<file path="config.mk">
export PLATFORM = sky130hd
export DESIGN_NAME = ulpi_reg_engine
export DESIGN_NICKNAME = d
export VERILOG_FILES = /design/src/rtl/ulpi_reg_pkg.sv /design/src/rtl/ulpi_req_port.sv /design/src/rtl/ulpi_seq_fsm.sv /design/src/rtl/ulpi_bus_out.sv /design/src/rtl/ulpi_reg_engine.sv
export SDC_FILE = /design/constraint.sdc
export NUM_CORES = 1
export LEC_CHECK = 0
export BUFFER_PORTS_ARGS = -buffer_cell sky130_fd_sc_hd__clkbuf_2
export CAP_MARGIN = 40
export CORE_ASPECT_RATIO = 2
export CORE_UTILIZATION = 54
export CTS_CLUSTER_DIAMETER = 200
export DETAILED_ROUTE_END_ITERATION = 8
export PLACE_DENSITY = 0.9
export SLEW_MARGIN = 40
export SYNTH_ARGS = -nofsm -noshare
export SYNTH_HDL_FRONTEND = slang
export SYNTH_SLANG_ARGS = --single-unit
</file>
<file path="constraint.sdc">
create_clock -name clk -period 4.2 [get_ports clk]
set_input_delay 0.84 -clock clk [delete_from_list [all_inputs] [get_ports clk]]
set_output_delay 0.84 -clock clk [all_outputs]
set_load 0.05 [all_outputs]
</file>
<file path="src/rtl/ulpi_reg_pkg.sv">
package ulpi_reg_pkg;
  typedef enum logic [2:0] {
    SQ_IDLE  = 3'd0,
    SQ_HOLD  = 3'd1,
    SQ_CMD   = 3'd2,
    SQ_ADDR  = 3'd3,
    SQ_WDATA = 3'd4,
    SQ_STOP  = 3'd5,
    SQ_RWAIT = 3'd6,
    SQ_RDAT  = 3'd7
  } seq_state_t;

  localparam logic [1:0] OP_WR_CODE = 2'b10;
  localparam logic [1:0] OP_RD_CODE = 2'b11;
endpackage

</file>
<file path="src/rtl/ulpi_req_port.sv">
module ulpi_req_port #(
  parameter int DW = 8
) (
  input  logic          clk,
  input  logic          rst,
  input  logic          req_valid,
  input  logic          req_write,
  input  logic          req_ext,
  input  logic [DW-1:0] req_addr,
  input  logic [DW-1:0] req_wdata,
  input  logic          finish,
  input  logic          capture,
  input  logic [DW-1:0] bus_in,
  output logic          accept,
  output logic          busy,
  output logic          done,
  output logic          rdv,
  output logic [DW-1:0] rdata,
  output logic          lat_write,
  output logic          lat_ext,
  output logic [DW-1:0] lat_addr,
  output logic [DW-1:0] lat_wdata
);
  assign accept = req_valid && !busy;

  always_ff @(posedge clk) begin
    if (rst) begin
      busy      <= 1'b0;
      done      <= 1'b0;
      rdv       <= 1'b0;
      rdata     <= '0;
      lat_write <= 1'b0;
      lat_ext   <= 1'b0;
      lat_addr  <= '0;
      lat_wdata <= '0;
    end else begin
      done <= finish;
      rdv  <= capture;
      if (capture) rdata <= bus_in;
      if (accept) begin
        busy      <= 1'b1;
        lat_write <= req_write;
        lat_ext   <= req_ext;
        lat_addr  <= req_addr;
        lat_wdata <= req_wdata;
      end else if (finish) begin
        busy <= 1'b0;
      end
    end
  end
endmodule

</file>
<file path="src/rtl/ulpi_seq_fsm.sv">
module ulpi_seq_fsm
  import ulpi_reg_pkg::*;
(
  input  logic       clk,
  input  logic       rst,
  input  logic       start,
  input  logic       op_write,
  input  logic       op_ext,
  input  logic       dir,
  input  logic       nxt,
  output seq_state_t state_d,
  output logic       finish,
  output logic       capture
);
  seq_state_t state_q;

  always_comb begin
    state_d = state_q;
    finish  = 1'b0;
    capture = 1'b0;
    unique case (state_q)
      SQ_IDLE:  if (start) state_d = dir ? SQ_HOLD : SQ_CMD;
      SQ_HOLD:  if (!dir) state_d = SQ_CMD;
      SQ_CMD: begin
        if (dir)      state_d = SQ_HOLD;
        else if (nxt) state_d = op_ext ? SQ_ADDR : (op_write ? SQ_WDATA : SQ_RWAIT);
      end
      SQ_ADDR: begin
        if (dir)      state_d = SQ_HOLD;
        else if (nxt) state_d = op_write ? SQ_WDATA : SQ_RWAIT;
      end
      SQ_WDATA: begin
        if (dir)      state_d = SQ_HOLD;
        else if (nxt) state_d = SQ_STOP;
      end
      SQ_STOP: begin
        state_d = SQ_IDLE;
        finish  = 1'b1;
      end
      SQ_RWAIT: if (dir) state_d = SQ_RDAT;
      SQ_RDAT: begin
        if (dir) begin
          state_d = SQ_IDLE;
          finish  = 1'b1;
          capture = 1'b1;
        end else begin
          state_d = SQ_HOLD;
        end
      end
      default: state_d = SQ_IDLE;
    endcase
  end

  always_ff @(posedge clk) begin
    if (rst) state_q <= SQ_IDLE;
    else     state_q <= state_d;
  end
endmodule

</file>
<file path="src/rtl/ulpi_bus_out.sv">
module ulpi_bus_out
  import ulpi_reg_pkg::*;
#(
  parameter int               DW       = 8,
  parameter logic [DW-3:0]    EXT_CODE = 'h2F
) (
  input  logic          clk,
  input  logic          rst,
  input  seq_state_t    state_d,
  input  logic          op_write,
  input  logic          op_ext,
  input  logic [DW-1:0] op_addr,
  input  logic [DW-1:0] op_wdata,
  output logic [DW-1:0] data_o,
  output logic          oe,
  output logic          stp
);
  localparam int IMM_AW = DW - 2;

  logic [DW-1:0]     cmd_byte;
  logic [IMM_AW-1:0] addr_field;

  assign addr_field = op_ext ? EXT_CODE : op_addr[IMM_AW-1:0];
  assign cmd_byte   = {(op_write ? OP_WR_CODE : OP_RD_CODE), addr_field};

  always_ff @(posedge clk) begin
    if (rst) begin
      data_o <= '0;
      oe     <= 1'b0;
      stp    <= 1'b0;
    end else begin
      data_o <= '0;
      oe     <= 1'b0;
      stp    <= 1'b0;
      case (state_d)
        SQ_CMD:   begin oe <= 1'b1; data_o <= cmd_byte; end
        SQ_ADDR:  begin oe <= 1'b1; data_o <= op_addr; end
        SQ_WDATA: begin oe <= 1'b1; data_o <= op_wdata; end
        SQ_STOP:  begin oe <= 1'b1; stp <= 1'b1; end
        default:  ;
      endcase
    end
  end
endmodule

</file>
<file path="src/rtl/ulpi_reg_engine.sv">
module ulpi_reg_engine
  import ulpi_reg_pkg::*;
#(
  parameter int            DW       = 8,
  parameter logic [DW-3:0] EXT_CODE = 'h2F
) (
  input  logic          clk,
  input  logic          rst,
  input  logic          req_valid,
  input  logic          req_write,
  input  logic          req_ext,
  input  logic [DW-1:0] req_addr,
  input  logic [DW-1:0] req_wdata,
  output logic          req_busy,
  output logic          req_done,
  output logic          rd_valid,
  output logic [DW-1:0] rd_data,
  input  logic          ulpi_dir,
  input  logic          ulpi_nxt,
  output logic          ulpi_stp,
  input  logic [DW-1:0] ulpi_data_i,
  output logic [DW-1:0] ulpi_data_o,
  output logic          ulpi_data_oe
);
  logic          accept, finish, capture;
  logic          lat_write, lat_ext;
  logic [DW-1:0] lat_addr, lat_wdata;
  logic          cur_write, cur_ext;
  logic [DW-1:0] cur_addr, cur_wdata;
  seq_state_t    state_d;

  assign cur_write = accept ? req_write : lat_write;
  assign cur_ext   = accept ? req_ext   : lat_ext;
  assign cur_addr  = accept ? req_addr  : lat_addr;
  assign cur_wdata = accept ? req_wdata : lat_wdata;

  ulpi_req_port #(.DW(DW)) u_port (
    .clk(clk), .rst(rst),
    .req_valid(req_valid), .req_write(req_write), .req_ext(req_ext),
    .req_addr(req_addr), .req_wdata(req_wdata),
    .finish(finish), .capture(capture), .bus_in(ulpi_data_i),
    .accept(accept), .busy(req_busy), .done(req_done),
    .rdv(rd_valid), .rdata(rd_data),
    .lat_write(lat_write), .lat_ext(lat_ext),
    .lat_addr(lat_addr), .lat_wdata(lat_wdata)
  );

  ulpi_seq_fsm u_fsm (
    .clk(clk), .rst(rst), .start(accept),
    .op_write(cur_write), .op_ext(cur_ext),
    .dir(ulpi_dir), .nxt(ulpi_nxt),
    .state_d(state_d), .finish(finish), .capture(capture)
  );

  ulpi_bus_out #(.DW(DW), .EXT_CODE(EXT_CODE)) u_out (
    .clk(clk), .rst(rst), .state_d(state_d),
    .op_write(cur_write), .op_ext(cur_ext),
    .op_addr(cur_addr), .op_wdata(cur_wdata),
    .data_o(ulpi_data_o), .oe(ulpi_data_oe), .stp(ulpi_stp)
  );
endmodule

</file>
* After elaboration in Yosys (flattened, before gate mapping) *
Index checks and enable logic that the tools add are counted.
W data, S select, Z words.

word-level totals
  flip-flop bits (word level) = 42
  input bits = 31
  output and inout bits = 21
  word-level logic and storage cells = 56

operators by class
  equal/unequal tests = 11
  muxes and demuxes = 28
  reductions and logical operators = 5

operator list
  operator              number
  $mux W3               10
  $pmux W3 S8           1
  $pmux W8 S3           1
  $eq A3 B3 Y1 const B  6
  $mux W8               2
  $eq A3 B2 Y1 const B  4
  $mux W1               10
  $mux W6               1
  $mux W2               2
  $reduce_or A4 Y1      1
  $eq A3 B1 Y1 const B  1
  $logic_not A3 Y1      1
  $pmux W1 S2           1
  $reduce_bool A2 Y1    1
  $logic_and A1 B1 Y1   1
  $logic_not A1 Y1      1

* Longest topological paths before layout *
Gate-level depths: netlist (run 1).

  depth in word-level cells = 11
  gate-level depth with buffers = 8
  depth with buffers taken out = 6

* Modules after synthesis *
A second synthesis (run 1) with hierarchy kept.

second synthesis, totals
  cell total of the unflattened synthesis = 213
  area, all modules = 2185.8 um2

modules (own cells, without submodules)
  module           times used  cells each  area an instance (um2)  seq. area each (um2)
  ulpi_req_port    1           116         1256.2                  580.6
  ulpi_bus_out     1           45          401.6                   200.2
  ulpi_reg_engine  1           20          271.5                   0.0
  ulpi_seq_fsm     1           32          256.5                   60.1

* Worst setup path before layout (run 1) *
Ideal clock, no wire load.

  path type = in2reg
  start point = input ulpi_dir
  end point = register u_out.data_o[5]
  library setup time = 60 ps
  arrival = 2158 ps
  required time = 4140 ps
  setup slack = 1982 ps
  stages on the path = 8
  buffers on the path = 2
  cells stage by stage = buf_2 -> nand2b_1 -> a21oi_1 -> a311oi_2 -> or2_1 -> buf_6 -> nor3b_4 -> a22o_1

on the way
  longest elaborated chain between the ends = 5

RTL lines
  item                                                 RTL line               RTL
  start: declaration                                   ulpi_reg_engine.sv:18  input logic ulpi_dir,
  $mux W2                                              ulpi_seq_fsm.sv:22     SQ_IDLE: if (start) state_d = dir ? SQ_HOLD : SQ_CMD;
  $mux W3                                              ulpi_seq_fsm.sv:22
  $pmux W3 S8 (*)                                      ulpi_seq_fsm.sv:21     unique case (state_q)
  $eq A3 B3 Y1 / $eq A3 B2 Y1 (equally long branches)  ulpi_bus_out.sv:35     case (state_d)
  $pmux W8 S3 (*)                                      ulpi_bus_out.sv:35
  end signal: assignment                               ulpi_bus_out.sv:36     SQ_CMD: begin oe <= 1'b1; data_o <= cmd_byte; end
  end signal: assignment                               ulpi_bus_out.sv:37     SQ_ADDR: begin oe <= 1'b1; data_o <= op_addr; end
  end signal: assignment                               ulpi_bus_out.sv:38     SQ_WDATA: begin oe <= 1'b1; data_o <= op_wdata; end
  end: declaration                                     ulpi_bus_out.sv:14     output logic [DW-1:0] data_o,

Mark *: on every way between the ends. The rest lies on a longest branch, timed or not.
A chain may end at the register's enable or synchronous reset.

* Worst setup path in the final report (run 1) *
  start point = input req_valid
  end point = register u_out.data_o[0]

on the way
  longest elaborated chain between the ends = 9

RTL lines
  item                                                 RTL line                                RTL
  start: declaration                                   ulpi_reg_engine.sv:9                    input logic req_valid,
  $logic_and A1 B1 Y1 (*)                              ulpi_req_port.sv:24                     assign accept = req_valid && !busy;
  $mux W1                                              -
  $mux W2                                              ulpi_seq_fsm.sv:26, ulpi_seq_fsm.sv:30
  $mux W3 (2 in series)                                ulpi_seq_fsm.sv:26                      else if (nxt) state_d = op_ext ? SQ_ADDR : (op_write ? SQ_WDATA : SQ_RWAIT);
  $mux W3                                              ulpi_seq_fsm.sv:25                      if (dir) state_d = SQ_HOLD;
  $pmux W3 S8                                          ulpi_seq_fsm.sv:21
  $eq A3 B3 Y1 / $eq A3 B2 Y1 (equally long branches)  ulpi_bus_out.sv:35
  $pmux W8 S3 (*)                                      ulpi_bus_out.sv:35

Marks and branches as above.

==> results_dict.tcl, run 1 <==
set metrics [dict create \
    worst_pin_slew_ps 697.9 \
    root_buffer "clkbuf_8" \
    yosys_warnings 0 \
    internal_power_uw 599.8 \
    cts.sinks 42 \
    grt_max_degree 36 \
    grt_use_met3 0.06154 \
    setup_ws_ps 1792 \
    synthArstFlopShare 0 \
    min_period_ps 2408 \
    worstSetupStartpointType "primary input" \
    gp_congestion 0.9138 \
    combinationalPowerShare 0.165 \
    p_leak_uw 0.0008782 \
    dp.cells 258 \
    finalCritPeriodShare 0.5734 \
    htree_levels 2 \
    area_growth_pct 18.56 \
    finalNonFillerCells 266 \
    setup_viol 0 \
    cts_buffers 5 \
    met1_usage 0.2110 \
    endpoint_kind "register" \
    synth-edff-count 0 \
    grt_pass1_vias 1341 \
    slew_violations 0 \
    initial_utilization 0.5727 \
    cts_tree "built" \
    hold_buffers 0 \
    num_rows 28 \
    cts_resized 0 \
    port_buffers 51 \
    die_y_um 81.48 \
    reg2regPathDepth 6 \
    use_met2 0.4547 \
    slew_headroom 0.5347 \
    yosysTopAreaCell "dfxtp_1" \
    seq_area_frac_synth 0.4930 \
    status "finished, final reports clean" \
    cp.required_ps 4440 \
    maxCapViolCount 0 \
    cp_max_fo 20 \
    critPathArrivalTime_ps 2650 \
    hpwl_um 2760 \
    grt_pass1_wl_um 5851 \
    rsz0062_at_grt "no" \
    power.share.sequential 0.513 \
    antenna_left 0 \
    finalHoldViolations 0 \
    vias 1458 \
    path_class "primary input to register" \
    ys_ff_latch 42 \
    routedWlPerCell_um 13.79 \
    skew_ps 7.781 \
    netSwitchingFraction 0.2836 \
    drt_pre_antenna_iters 4 \
    nets 266 \
    routed_wl_um 3668 \
    core_sq_mm 0.002978 \
    holdPathStages 2 \
    p_clk_frac 0.322 \
    rr_startpoint "u_port.busy" \
    p_sw_uw 237.5 \
    num_antenna_cells 0 \
    syn_inst 189 \
    viasPerCell 5.481 \
    synth_area_leaders "dfxtp_1 (49%), nand2_1 (9.2%), a21oi_1 (6.2%)" \
    holdWs_ps 453.2 \
    die-area_sq_mm 0.003400 \
    ioPinCount 52 \
    antenna_found_initial 0 \
    power.density_mw_per_mm2 414.1 \
    clk_latency_ps 300 \
    ctsLongestPathBuffers 2 \
    post_cts.repair.setup_buffers 0 \
    drc 0 \
    drt_iter0_drc 35 \
    busiest_layer "met2" \
    r2r_end "u_out.data_o[0]" \
    hp-class "register to register" \
    place_ws_ps 1491 \
    synth.distinct_cells 35 \
    max_freq_ghz 0.4152 \
    drive_gt1_frac 0.2924 \
    grt_util_all_layers 0.2330 \
    ys.flop_type "dfxtp_1" \
    min-delay-start "u_port.rdata[6]" \
    chipWidth_um 41.74 \
    syn_area_sq_mm 0.001705 \
    syn-num-nets 220 \
    r2r_slack_ps 1990 \
    cts.clk_slew.worst_paths_ps 80 \
    final.setup.tns_ps 0 \
    ir_drop_mv 0.3813 \
    hold_end "u_port.rdata[6]" \
    avgSynthCellArea_sq_um 9.023 \
    yosys.area.top_type_share 0.4930 \
    overflow 0 \
]
[cell usage after synthesis (2+ instances only)]
master,n
buf_2,3
dfxtp_1,42
mux2i_1,6
a21oi_1,21
a22o_1,7
nand3_1,2
o21ai_0,7
nand2_1,42
nor3_1,3
or2_1,2
nand2b_1,4
nor2_1,19
nor2b_1,2
clkbuf_1,6
buf_6,3
[worst max-delay path by stage]
stage          startpoint  depth (start not counted)              end  slack (ps)
6_report        req_valid                          7  u_out.data_o[0]        1790
5_1_grt         req_valid                          7  u_out.data_o[0]        1690
4_1_cts         req_valid                          7  u_out.data_o[0]        1800
3_5_place_dp    req_valid                          7  u_out.data_o[0]        1490
3_3_place_gp    req_valid                          7  u_out.data_o[6]        1540
2_1_floorplan    ulpi_dir                          8  u_out.data_o[5]        1980
[final cells by class]
class / instances / area [sq um]
Tap cell: 30 / 37.54
Multi-Input combinational cell: 135 / 793.3
Timing Repair Buffer: 51 / 255.2
Clock inverter: 2 / 12.51
Clock buffer: 6 / 82.58
Sequential cell: 42 / 840.8
Fill cell: 235 / 955.9
[stage by stage]
step                area [sq um]  total power [uW]  utilization
finish                      2022             837.3       0.6790
detailed placement          1927             576.7       0.6471
floorplan                   1705             545.6            -
CTS                         2022             842.5       0.6790
global placement            1927             572.8       0.6471
global route                2022             875.1       0.6790
[critical path: stages]
cell,delay (ps)
clkbuf_2,110
nand2b_4,250
mux2i_4,420
a31oi_1,130
o31a_1,350
nor3b_4,350
a22o_1,200
[state kept, by name (all words and copies together), names as in the netlist]
register	count
u_port.lat_write	1
u_fsm.state_q	3
u_port.rdv	1
u_port.busy	1
u_out.data_o	8
u_port.lat_ext	1
u_out.stp	1
u_port.lat_addr	8
u_port.done	1
u_port.lat_wdata	8
u_port.rdata	8
u_out.oe	1
[placed cells by master (no fill, tap or decap), drive strengths merged, types with 3 or more instances in the layout]
cell    Yosys  layout
nand2b      5       5
dfxtp      42      42
a21oi      21      21
nor3        3       3
nor2       19      19
o21ai       8       8
mux2i       7       7
a22o        7       7
nand2      42      42
clkbuf      6      57
[routing by layer]
metal	up-vias	wire [um]
li1	736	-
met1	671	1321
met2	41	2100
met3	10	134
met4	0	111
met5	-	0
[kinds of logic (layout without fill, tap and decap cells)]
kind of cell / count (synthesis) / after routing / synth area share
compound gates: 45 / 45 / 0.1812
buf+inv: 12 / 59 / 0.04181
flops: 42 / 42 / 0.4930
mux: 8 / 8 / 0.05722
simple gates: 82 / 82 / 0.2267
[power groups by stage]
stage	combinational, uW	sequential, uW	clock (uW)
floorplan	90.0	456	0
global route	150	432	293
finish	138	430	270
detailed placement	138	439	0
CTS	138	430	275
global placement	134	438	0
Power figures use the tool's default switching activity.
==> run 2, diff against run 1 <==
--- a/config.mk
+++ b/config.mk
@@ -8,10 +8,10 @@
 export BUFFER_PORTS_ARGS = -buffer_cell sky130_fd_sc_hd__clkbuf_2
 export CAP_MARGIN = 40
 export CORE_ASPECT_RATIO = 2
-export CORE_UTILIZATION = 54
+export CORE_UTILIZATION = 50
 export CTS_CLUSTER_DIAMETER = 200
 export DETAILED_ROUTE_END_ITERATION = 8
-export PLACE_DENSITY = 0.9
+export PLACE_DENSITY = 0.85
 export SLEW_MARGIN = 40
 export SYNTH_ARGS = -nofsm -noshare
 export SYNTH_HDL_FRONTEND = slang
==> constraint.sdc (replaced) <==
create_clock -name clk -period 2.5 [get_ports clk]
set_input_delay 0.5 -clock clk [delete_from_list [all_inputs] [get_ports clk]]
set_output_delay 0.5 -clock clk [all_outputs]
set_load 0.05 [all_outputs]
==> results_dict.tcl, run 2 (synthesis results as in run 1) <==
set metrics [dict create \
    ioPinCount 52 \
    nets 268 \
    skew_ps 3.900 \
    gp_congestion 0.8488 \
    area_growth_pct 20.54 \
    die_y_um 84.59 \
    overflow 0 \
    cts.clk_slew.worst_paths_ps 80 \
    hold_buffers 0 \
    place_ws_ps 303.3 \
    slew_violations 0 \
    num_antenna_cells 0 \
    holdWs_ps 413.0 \
    finalCritPeriodShare 0.8216 \
    ir_drop_mv 0.5091 \
    cts_tree "built" \
    die-area_sq_mm 0.003662 \
    drive_gt1_frac 0.2983 \
    max_freq_ghz 0.4869 \
    ctsLongestPathBuffers 2 \
    cp_max_fo 10 \
    antenna_found_initial 0 \
    cts_buffers 5 \
    finalNonFillerCells 269 \
    initial_utilization 0.5341 \
    cpPeakStageDelay_ps 390 \
    cts.sinks 42 \
    setup_ws_ps 446.1 \
    p_leak_uw 0.0008989 \
    power.density_mw_per_mm2 724.4 \
    drt_pre_antenna_iters 4 \
    viasPerCell 5.383 \
    hp-class "primary input to register" \
    clk_latency_ps 300 \
    post_cts.repair.setup_buffers 0 \
    grt_pass1_vias 1368 \
    min_period_ps 2054 \
    setup_viol 0 \
    maxCapViolCount 0 \
    htree_levels 2 \
    path_cells "nand2b_4 -> mux2i_4 -> a31oi_1 -> o31a_1 -> nor3b_4 -> a22o_1" \
    slowest_stage "mux2i_4" \
    antenna_left 0 \
    drt_iter0_drc 40 \
    vias 1448 \
    routed_wl_um 3627 \
    worst_pin_slew_ps 518.9 \
    cts_resized 0 \
    num_rows 29 \
    slew_headroom 0.6528 \
    port_buffers 51 \
    final.setup.tns_ps 0 \
    critPathArrivalTime_ps 2300 \
    finalHoldViolations 0 \
    worstSetupStartpointType "register" \
    routedWlPerCell_um 13.48 \
    final_cell_mix "clkbuf_2 (51), nand2_1 (42), dfxtp_1 (42), a21oi_1 (21), nor2_1 (19)" \
    cp.required_ps 2750 \
    status "finished, final reports clean" \
    grt_pass1_wl_um 5913 \
    final_common_cell "clkbuf_2" \
    grt_max_degree 22 \
    grt_util_all_layers 0.2145 \
    core_sq_mm 0.003193 \
    drc 0 \
    path_class "register to register" \
    root_buffer "clkbuf_8" \
    endpoint_kind "register" \
    chipWidth_um 43.30 \
    rsz0062_at_grt "no" \
    dp.cells 261 \
    hpwl_um 2680 \
]
## run 2: changes by cell type in the layout (fill, tap and decap cells not counted), sizes merged
cell      before  now
buf            0    2
bufinv         0    1
clkbuf        57   56
clkinvlp       1    0
inv            0    1
## run 2: per-stage QoR
step	util	power [uW]	instance area, sq um
4_1_cts	0.6438	1500	2056
3_3_place_gp	0.6085	965.9	1943
3_5_place_dp	0.6085	970.4	1943
6_report	0.6438	1489	2056
2_1_floorplan	-	916.6	1705
5_1_grt	0.6438	1549	2056
## run 2: final cells by class
| class | count | area [sq um] |
|---|---|---|
| clock buffer | 5 | 68.82 |
| timing repair buffer | 53 | 270.3 |
| sequential | 42 | 840.8 |
| tap | 31 | 38.79 |
| clock inverter | 3 | 43.79 |
| fill | 282 | 1137 |
| multi-input combinational | 135 | 793.3 |
## run 2: path summary, 6_finish.rpt
check	cells after the start	from	slack, ps	to
worst min-delay path	3	ulpi_data_i[6]	410	u_port.rdata[6]
worst max-delay path	6	u_port.busy	450	u_out.data_o[2]
worst min register to register	2	u_port.rdata[3]	460	u_port.rdata[3]
worst max register to register	6	u_port.busy	450	u_out.data_o[2]
## run 2: power by group
| part | internal (uW) | switching [uW] | total [uW] |
|---|---|---|---|
| sequential | 701 | 21.4 | 723 |
| combinational | 87.3 | 146 | 234 |
| clock | 299 | 234 | 533 |
| total | 1090 | 402 | 1490 |
## run 2: layer usage
metal,global-route usage,vias up,share of wire
li1,-,738,-
met1,0.2126,661,0.36
met2,0.3867,39,0.57
met3,0.04301,10,0.033
met4,0.1267,0,0.030
met5,0,-,0
## run 2: worst max-delay path: cells and delay by family, from the launching register on
kind	cells	cell delay, ps
AO/OA/AOI/OAI	3	670
flip-flops	1	380
multiplexers	1	390
AND/OR/NAND/NOR	2	560
==> run 3, diff against run 2 <==
--- a/config.mk
+++ b/config.mk
@@ -8,10 +8,10 @@
 export BUFFER_PORTS_ARGS = -buffer_cell sky130_fd_sc_hd__clkbuf_2
 export CAP_MARGIN = 40
 export CORE_ASPECT_RATIO = 2
-export CORE_UTILIZATION = 50
+export CORE_UTILIZATION = 45
 export CTS_CLUSTER_DIAMETER = 200
 export DETAILED_ROUTE_END_ITERATION = 8
-export PLACE_DENSITY = 0.85
+export PLACE_DENSITY = 0.81
 export SLEW_MARGIN = 40
 export SYNTH_ARGS = -nofsm -noshare
 export SYNTH_HDL_FRONTEND = slang
==> constraint.sdc (replaced) <==
create_clock -name clk -period 1.85 [get_ports clk]
set_input_delay 0.37 -clock clk [delete_from_list [all_inputs] [get_ports clk]]
set_output_delay 0.37 -clock clk [all_outputs]
set_load 0.05 [all_outputs]
==> results_dict.tcl, run 3 (synthesis results as in run 1) <==
set metrics [dict create \
    dp.cells 296 \
    slew_headroom 0.6544 \
    finalCritPeriodShare 0.9993 \
    grt_pass1_vias 1417 \
    viasPerCell 5.000 \
    overflow 0 \
    setup_viol 0 \
    rsz0062_at_grt "yes" \
    routed_wl_um 3831 \
    ctsLongestPathBuffers 2 \
    path_class "register to register" \
    antenna_found_initial 0 \
    vias 1550 \
    critPathArrivalTime_ps 2040 \
    grt_util_all_layers 0.2089 \
    ioPinCount 52 \
    min_period_ps 1849 \
    chipWidth_um 45.53 \
    utilization 0.6268 \
    cts.sinks 42 \
    grt_pass1_wl_um 6085 \
    htree_levels 2 \
    status "finished, final reports clean" \
    port_buffers 51 \
    drt_pre_antenna_iters 4 \
    skew_ps 5.921 \
    cts.clk_slew.worst_paths_ps 80 \
    drive_gt1_frac 0.3793 \
    drt_iter0_drc 27 \
    die_y_um 89.06 \
    initial_utilization 0.4728 \
    core_sq_mm 0.003607 \
    maxCapViolCount 0 \
    worst_pin_slew_ps 516.6 \
    final_common_cell "clkbuf_2" \
    power.total_uw 1949 \
    num_rows 31 \
    gp_congestion 0.8984 \
    min-delay-start "ulpi_data_i[7]" \
    hp-class "primary input to register" \
    ir_drop_mv 0.5437 \
    holdPathStages 3 \
    cts_buffers 5 \
    area_growth_pct 32.58 \
    cts_tree "built" \
    finalHoldViolations 0 \
    max_freq_ghz 0.5409 \
    r2r_slack_ps 1 \
    hpwl_um 2826 \
    nets 291 \
    reg2regPathDepth 7 \
    power.density_mw_per_mm2 862.2 \
    grt_max_degree 19 \
    cp.required_ps 2040 \
    crit_end "u_out.data_o[6]" \
    clk_latency_ps 300 \
    worstSetupStartpointType "register" \
    antenna_left 0 \
    cp_max_fo 7 \
    rr_startpoint "u_port.busy" \
    hold_buffers 0 \
    r2r_end "u_out.data_o[6]" \
    die-area_sq_mm 0.004055 \
    p_leak_uw 0.0009981 \
    drc 0 \
    slew_violations 0 \
    routedWlPerCell_um 12.36 \
    cp-startpoint "u_port.busy" \
    holdWs_ps 282.9 \
    finalNonFillerCells 310 \
    endpoint_kind "register" \
    num_antenna_cells 0 \
    final_cell_mix "clkbuf_2 (51), nand2_1 (42), dfxtp_1 (38), buf_4 (24), a21oi_1 (20)" \
    root_buffer "clkbuf_8" \
    n_fill_cell 326 \
]
[run 3: cell types whose count changed in the layout (fill, tap and decap cells not counted), sizes merged]
| cell | delta |
|---|---|
| inv | -1 |
| bufinv | -1 |
| clkbuf | +1 |
| buf | +23 |
| clkinv | +1 |
[run 3: what timing repair did]
item,CTS,global route
endpoints found under the setup margin,5,10
buffers inserted,1,5
pin swaps,1,6
resized for setup,0,9
endpoints found under the hold margin,0,0
[run 3: power breakdown]
part | total, uW | internal, uW | switching, uW
combinational | 406 | 180 | 226
sequential | 970 | 948 | 22.4
clock | 573 | 266 | 307
total | 1950 | 1390 | 556
[run 3: how the worst min path moves through the flow]
stage / endpoint / slack, ps
final: u_port.rdata[7] / 280
after global routing: u_port.rdata[1] / 280
after CTS: u_port.rdata[7] / 280
after detailed placement: u_port.rdata[1] / 450
after global placement: u_port.rdata[2] / 440
after floorplan: u_port.lat_wdata[6] / 440
[run 3: cell type report]
type                            instances  area [sq um]  share of cell area
Sequential cell                        42         850.8              0.3763
Multi-Input combinational cell        135         815.8              0.3608
Timing Repair Buffer                   76         446.7              0.1976
Clock buffer                            6         72.57             0.03210
Tap cell                               49         61.31             0.02712
Clock inverter                          2         13.76            0.006087
[run 3: metrics by stage]
| step | setup slack (ps) | area, sq um | setup TNS (ps) |
|---|---|---|---|
| floorplan | -31.22 | 1709 | -188.9 |
| global placement | -32.59 | 2097 | -231.4 |
| detailed placement | -89.69 | 2097 | -622.9 |
| CTS | -1.205 | 2191 | -1.718 |
| global route | -96.10 | 2261 | -626.0 |
| finish | 1.341 | 2261 | 0 |
[run 3: critical path, cell delays in order (launching register included)]
cell and delay, ps:
dfxtp_4 360, nand2b_4 140, mux2i_4 270, a31oi_1 110
o31a_1 310, nor3b_2 180, buf_4 170, a22o_1 200
[run 3: metal layers]
layer	global-route usage	vias to the layer above	wire length, um
met5	0	-	0
li1	-	789	-
met4	0.09917	0	112
met3	0.04848	9	116
met1	0.2033	717	1411
met2	0.3883	35	2191
